**src/rtl/pulse_oneshot_pkg.sv**
```systemverilog
package pulse_oneshot_pkg;
  parameter int unsigned OS_CW = 16;
  localparam int unsigned OS_SYNC_W = 3;
  // synchronised vector layout: {clear_n, b, a}
  localparam int unsigned OS_IDX_A   = 0;
  localparam int unsigned OS_IDX_B   = 1;
  localparam int unsigned OS_IDX_CLR = 2;
  // inhibited idle state: a high, b low, clear active
  localparam logic [OS_SYNC_W-1:0] OS_SYNC_RST = 3'b001;
endpackage

```
**src/rtl/pulse_oneshot_sync.sv**
```systemverilog
module pulse_oneshot_sync #(
  parameter int unsigned W = 3,
  parameter logic [W-1:0] RST_VAL = '0
) (
  input  logic         clk,
  input  logic         rst_n,
  input  logic [W-1:0] d_i,
  output logic [W-1:0] q_o
);
  for (genvar i = 0; i < W; i++) begin : g_bit
    logic meta_q;
    logic stable_q;
    always_ff @(posedge clk or negedge rst_n) begin
      if (!rst_n) begin
        meta_q   <= RST_VAL[i];
        stable_q <= RST_VAL[i];
      end else begin
        meta_q   <= d_i[i];
        stable_q <= meta_q;
      end
    end
    assign q_o[i] = stable_q;
  end
endmodule

```
**src/rtl/pulse_oneshot_chan.sv**
```systemverilog
module pulse_oneshot_chan
  import pulse_oneshot_pkg::*;
#(
  parameter int unsigned CW = OS_CW
) (
  input  logic          clk,
  input  logic          rst_n,
  input  logic          a_i,
  input  logic          b_i,
  input  logic          clr_n_i,
  input  logic [CW-1:0] width_i,
  output logic          q_o,
  output logic          qn_o
);
  logic [OS_SYNC_W-1:0] sync_s, prev_q;
  logic a_s, b_s, clr_s, a_p, b_p, clr_p;
  logic armed_q, armed_d;
  logic busy_q, busy_d;
  logic [CW-1:0] remain_q, remain_d;
  logic hit_a, hit_b, hit_clr, fire;

  pulse_oneshot_sync #(.W(OS_SYNC_W), .RST_VAL(OS_SYNC_RST)) u_sync (
    .clk   (clk),
    .rst_n (rst_n),
    .d_i   ({clr_n_i, b_i, a_i}),
    .q_o   (sync_s)
  );

  assign a_s   = sync_s[OS_IDX_A];
  assign b_s   = sync_s[OS_IDX_B];
  assign clr_s = sync_s[OS_IDX_CLR];
  assign a_p   = prev_q[OS_IDX_A];
  assign b_p   = prev_q[OS_IDX_B];
  assign clr_p = prev_q[OS_IDX_CLR];

  // trigger decode
  always_comb begin
    hit_a   = a_p && !a_s && b_s;
    hit_b   = !b_p && b_s && !a_s;
    hit_clr = !clr_p && clr_s && !a_s && b_s && armed_q;
    fire    = clr_s && !busy_q && (hit_a || hit_b || hit_clr);
  end

  // next state
  always_comb begin
    armed_d  = armed_q;
    busy_d   = busy_q;
    remain_d = remain_q;
    if (fire) begin
      armed_d = 1'b0;
    end else if (clr_s && (a_s || !b_s)) begin
      armed_d = 1'b1;
    end
    if (!clr_s) begin
      busy_d   = 1'b0;
      remain_d = '0;
    end else if (busy_q) begin
      if (remain_q == '0) begin
        busy_d = 1'b0;
      end else begin
        remain_d = remain_q - 1'b1;
      end
    end else if (fire) begin
      busy_d   = 1'b1;
      remain_d = (width_i == '0) ? '0 : width_i - 1'b1;
    end
  end

  // registers
  always_ff @(posedge clk or negedge rst_n) begin
    if (!rst_n) begin
      prev_q   <= OS_SYNC_RST;
      armed_q  <= 1'b0;
      busy_q   <= 1'b0;
      remain_q <= '0;
    end else begin
      prev_q   <= sync_s;
      armed_q  <= armed_d;
      busy_q   <= busy_d;
      remain_q <= remain_d;
    end
  end

  assign q_o  = busy_q;
  assign qn_o = ~busy_q;

  AST_CLR_KILLS: assert property (@(posedge clk) disable iff (!rst_n)
    !clr_s |=> !busy_q && remain_q == '0);
  AST_NO_RETRIG: assert property (@(posedge clk) disable iff (!rst_n)
    busy_q && clr_s && remain_q != '0 |=> busy_q && remain_q == $past(remain_q) - 1'b1);
  AST_INHIBIT_A: assert property (@(posedge clk) disable iff (!rst_n)
    !busy_q && a_s |=> !busy_q);
  AST_INHIBIT_B: assert property (@(posedge clk) disable iff (!rst_n)
    !busy_q && !b_s |=> !busy_q);
  AST_CLR_UNARMED: assert property (@(posedge clk) disable iff (!rst_n)
    clr_s && !clr_p && !armed_q && a_s == a_p && b_s == b_p |=> !busy_q);
endmodule

```
**src/rtl/pulse_oneshot.sv**
```systemverilog
module pulse_oneshot
  import pulse_oneshot_pkg::*;
#(
  parameter int unsigned NCH = 2,
  parameter int unsigned CW  = OS_CW
) (
  input  logic              clk,
  input  logic              rst_n,
  input  logic [NCH-1:0]    a_fall_i,
  input  logic [NCH-1:0]    b_rise_i,
  input  logic [NCH-1:0]    clr_n_i,
  input  logic [NCH*CW-1:0] width_i,
  output logic [NCH-1:0]    q_o,
  output logic [NCH-1:0]    qn_o
);
  for (genvar c = 0; c < NCH; c++) begin : g_chan
    pulse_oneshot_chan #(.CW(CW)) u_chan (
      .clk     (clk),
      .rst_n   (rst_n),
      .a_i     (a_fall_i[c]),
      .b_i     (b_rise_i[c]),
      .clr_n_i (clr_n_i[c]),
      .width_i (width_i[c*CW +: CW]),
      .q_o     (q_o[c]),
      .qn_o    (qn_o[c])
    );
  end

  AST_QN_COMPL: assert property (@(posedge clk) disable iff (!rst_n)
    qn_o == ~q_o);
endmodule

```
**config.mk**
```make
export PLATFORM = sky130hd
export DESIGN_NAME = pulse_oneshot
export DESIGN_NICKNAME = d
export VERILOG_FILES = /design/src/rtl/pulse_oneshot_pkg.sv /design/src/rtl/pulse_oneshot_sync.sv /design/src/rtl/pulse_oneshot_chan.sv /design/src/rtl/pulse_oneshot.sv
export SDC_FILE = /design/constraint.sdc
export NUM_CORES = 1
export LEC_CHECK = 0
export BUFFER_PORTS_ARGS = -buffer_cell sky130_fd_sc_hd__buf_2
export CORE_MARGIN = 2
export CORE_UTILIZATION = 35
export CTS_CLUSTER_SIZE = 25
export DETAILED_ROUTE_END_ITERATION = 10
export PLACE_DENSITY = 0.65
export SLEW_MARGIN = 40
export SYNTH_ARGS = -nofsm -noshare
export SYNTH_HDL_FRONTEND = slang
export SYNTH_SLANG_ARGS = --single-unit
```
**constraint.sdc**
```tcl
create_clock -name clk -period 2.3 [get_ports clk]
set_input_delay 0.115 -clock clk [delete_from_list [all_inputs] [get_ports clk]]
set_output_delay 0.115 -clock clk [all_outputs]
set_load 0.01 [all_outputs]
```
==> impl_metrics.tcl <==
set metrics [dict create \
    yosys.cell_types.count 69 \
    multi_input_area_sq_um 2140 \
    vdd_drop_max_uv 302 \
    swShare_pct 33.4 \
    leakagePower_nw 1.99 \
    clockPowerShare_pct 22.1 \
    synth-simple-area-share_pct 24.7 \
    cts_sinks 54 \
    clock_latency_ps 300 \
    r2r_setup_slack_ps -50 \
    area_delta_synth_final_pct 30.5 \
    clockBufferDepth 2 \
    min_period_ps 2350 \
    worstHoldStart "width_i[11]" \
    worstSetupPathType "flip-flop to flip-flop" \
    die_y_microns 104 \
    core-area_sq_um 9770 \
    power.switching_uw 942 \
    finalMaxSlewViolations 0 \
    grt_pass1_vias 3391 \
    fmax_mhz 426 \
    synth_compound_area_share_pct 23.2 \
    slowest_delay_ps 580 \
    p_seq_share_pct 38.3 \
    crit_fanout 4 \
    critPathSlowestCell "or4_4" \
    synth_top_family_by_area "simple AND/OR/NAND/NOR gates" \
    rsz0062_at_grt "true" \
    crit_path_cell_trace "inv_2 -> ha_4 -> or4b_4 -> or4_4 -> a21oi_4 -> buf_6 -> buf_6 -> a311o_1" \
    max_slew_margin_pct 54.8 \
    portBuffers 43 \
    reg2reg_to "g_chan[0].u_chan.remain_q[4]$_DFFE_PN0P_" \
    synth_xor_area_share_pct 5.21 \
    via_count 3586 \
    post-route-period-util_pct 102 \
    synth.top_cell.area_share_pct 34.0 \
    worst_slew_pin_slew_ps 677 \
    final_util_pct 47.2 \
    path_clk_slew_ps 100 \
    dr.pass1.iters 6 \
    initial_utilization_pct 36.1 \
    cts_inserted_buffers 5 \
    crit_buf_inv 3 \
    seq_area_sq_um 1360 \
    synth-edff-count 0 \
    gr-total-overflow 0 \
    r2r_cells 8 \
    r2r_start "g_chan[0].u_chan.remain_q[1]$_DFFE_PN0P_" \
    ys_seq_area_share_pct 38.5 \
    start_kind "flip-flop" \
    synth_top_cells_by_count "48 x dfrtp_1, 27 x nor2_1, 23 x nor3_1, 22 x nand2_1" \
    cts_root_buf "clkbuf_8" \
    vias_per_cell 5.77 \
    syn_avg_cell_area_sq_um 9.11 \
    synth.area.top_cells "dfrtp_1 34%, dfstp_2 4.5%, xnor2_1 3.7%" \
    grt_max_degree 30 \
    min_path_type "primary input to flip-flop" \
    violations "setup timing" \
    synth_top_area_cell "dfrtp_1" \
    routed_wl_microns 10200 \
    ys_warn_count 0 \
    wl_per_cell_microns 16.3 \
    antenna_found_initial 0 \
    nNetsFinal 534 \
    route.detailed.drc 0 \
    worst-endpoint-required_ps 2530 \
    dp_hpwl_microns 7380 \
    holdPathEnd "g_chan[0].u_chan.remain_q[11]$_DFFE_PN0P_" \
    ys_ff_latch 54 \
    fin_hold_ws_ps 148 \
    grt_first_pass_wirelength_microns 16400 \
    htree_levels 2 \
    row_count 36 \
    async_flop_share_pct 100 \
    die_w_microns 104 \
    diodes 0 \
    endpoint_kind "flip-flop" \
    cp_num_cells 8 \
    fill_cells 959 \
    cts_tree "yes" \
    io_pins 44 \
    drtIter0Drc 328 \
    cp_top_family "simple AND/OR/NAND/NOR gates" \
    syn_area_sq_um 3530 \
    p_comb_share_pct 39.6 \
    p_int_mw 1.88 \
    synthCells 388 \
    synth_mux_area_share_pct 2.02 \
    maxCapViolCount 0 \
    whs_path_depth 3 \
    cp.arrival_ps 2580 \
    ant_nets 0 \
    fin_ws_ps -49.6 \
    cp_common_cell "buf_6" \
    setup_viol 7 \
    synthAdderAreaFrac_pct 2.12 \
    place.gp.congestion 0.933 \
    grtUsageTotal_pct 18.2 \
    clock_skew_ps 16.9 \
    powerDensity_nw_per_um2 611 \
    outcome "finished with violations" \
    die_area_sq_um 10900 \
    synthFlopType "dfrtp_1" \
    syn-num-nets 434 \
    drive_gt1_share_pct 31.9 \
    synth_most_common_cell "dfrtp_1" \
    hold_viol 0 \
]
## registers in the layout, summed over array words and instances (netlist names)
signal,cells
g_chan.u_chan.u_sync.g_bit.stable_q,6
g_chan.u_chan.u_sync.g_bit.meta_q,6
g_chan.u_chan.q_o,2
g_chan.u_chan.prev_q,6
g_chan.u_chan.remain_q,32
g_chan.u_chan.armed_q,2
## cells in the final DEF (no fill, tap or decap), drive strengths merged, types with 3 or more instances in the layout
cell / netlist / final
buf: 8 / 105
dfrtp: 48 / 48
nor2: 27 / 27
nor3: 23 / 23
nand2: 22 / 22
a21oi: 16 / 16
nor4: 16 / 16
xnor2: 15 / 15
o21ai: 14 / 14
or3: 13 / 14
inv: 12 / 12
or4: 10 / 10
nand3: 9 / 9
o22ai: 9 / 9
nand2b: 8 / 8
dlygate4sd3: 0 / 7
or2: 6 / 6
xor2: 6 / 6
dfstp: 6 / 6
mux2i: 6 / 6
ha: 6 / 6
a21o: 5 / 5
nand4: 5 / 5
o31a: 5 / 5
clkbuf: 12 / 5
clkinv: 3 / 5
and3: 4 / 4
a211o: 4 / 4
a31oi: 4 / 4
a32o: 4 / 4
nor3b: 4 / 4
a211oi: 4 / 4
a221oi: 4 / 4
o31ai: 4 / 4
nor2b: 3 / 3
a311o: 3 / 3
o211ai: 3 / 3
## final cells by class
cell class | count | area share (%)
Tap cell | 133 | 3.61
Clock buffer | 5 | 1.49
Timing Repair Buffer | 112 | 16.8
Clock inverter | 3 | 0.869
Sequential cell | 54 | 29.5
Multi-Input combinational cell | 300 | 46.5
Inverter | 15 | 1.22
## cells by family after synthesis
logic type	Yosys count
xor gates and xnor gates	21
buffers and inverters	35
adders and majority gates	6
AOI/OAI and AO/OA	107
muxes	7
and+or+nand+nor	158
DFF	54
## per-stage QoR
stage / TNS [ps] / setup slack (ps) / area (sq um) / std cells / power [mW]
6_report: -168 / -49.6 / 4610 / 622 / 2.82
3_5_place_dp: -691 / -101 / 4210 / 594 / 2.05
3_3_place_gp: -208 / -74.6 / 4210 / 594 / 2.03
4_1_cts: -113 / -70.4 / 4460 / 615 / 2.73
2_1_floorplan: 0 / 5.75 / 3540 / 388 / 1.68
5_1_grt: -750 / -106 / 4610 / 622 / 2.99
## power by group through the flow
stage	logic, mW	registers [mW]	clock network [mW]
CTS	1.01	1.08	0.645
detailed placement	0.957	1.09	0
floorplan	0.581	1.10	0
finish	1.11	1.08	0.623
global route	1.21	1.09	0.692
global placement	0.940	1.09	0
## timing repair
| item | 4_1_cts | 5_1_grt |
|---|---|---|
| endpoints found under the hold margin | 30 | 0 |
| cloned | 0 | 1 |
| buffers inserted | 6 | 6 |
| hold buffers | 7 | 0 |
| setup endpoints to repair | 22 | 27 |
| resized for setup | 6 | 23 |
| pin swaps | 5 | 13 |
## worst register-to-register path: stages, from the launching register on
cell     delay (ps)
dfrtp_1         410
inv_2            90
ha_4            130
or4b_4          460
or4_4           580
a21oi_4         220
buf_6           150
buf_6            90
a311o_1         160
## worst max path at each step
stage | startpoint | end | slack [ps]
final | g_chan[0].u_chan.remain_q[1]$_DFFE_PN0P_ | g_chan[0].u_chan.remain_q[4]$_DFFE_PN0P_ | -50
after global routing | g_chan[0].u_chan.remain_q[1]$_DFFE_PN0P_ | g_chan[0].u_chan.remain_q[4]$_DFFE_PN0P_ | -110
after CTS | g_chan[0].u_chan.remain_q[0]$_DFFE_PN0P_ | g_chan[0].u_chan.remain_q[3]$_DFFE_PN0P_ | -70
after detailed placement | g_chan[0].u_chan.remain_q[1]$_DFFE_PN0P_ | g_chan[0].u_chan.remain_q[3]$_DFFE_PN0P_ | -100
after global placement | g_chan[0].u_chan.remain_q[1]$_DFFE_PN0P_ | g_chan[0].u_chan.remain_q[3]$_DFFE_PN0P_ | -70
after floorplan | g_chan[1].u_chan.remain_q[0]$_DFFE_PN0P_ | g_chan[1].u_chan.remain_q[2]$_DFFE_PN0P_ | 6
## per-layer routing
metal | vias up | GRT usage (%) | wire length [microns]
met5 | - | 0 | 0
li1 | 1689 | - | -
met2 | 141 | 29.0 | 4690
met3 | 12 | 2.26 | 605
met1 | 1744 | 26.2 | 4730
met4 | 0 | 4.44 | 131
Note: power is estimated with default switching activity, not from simulation.
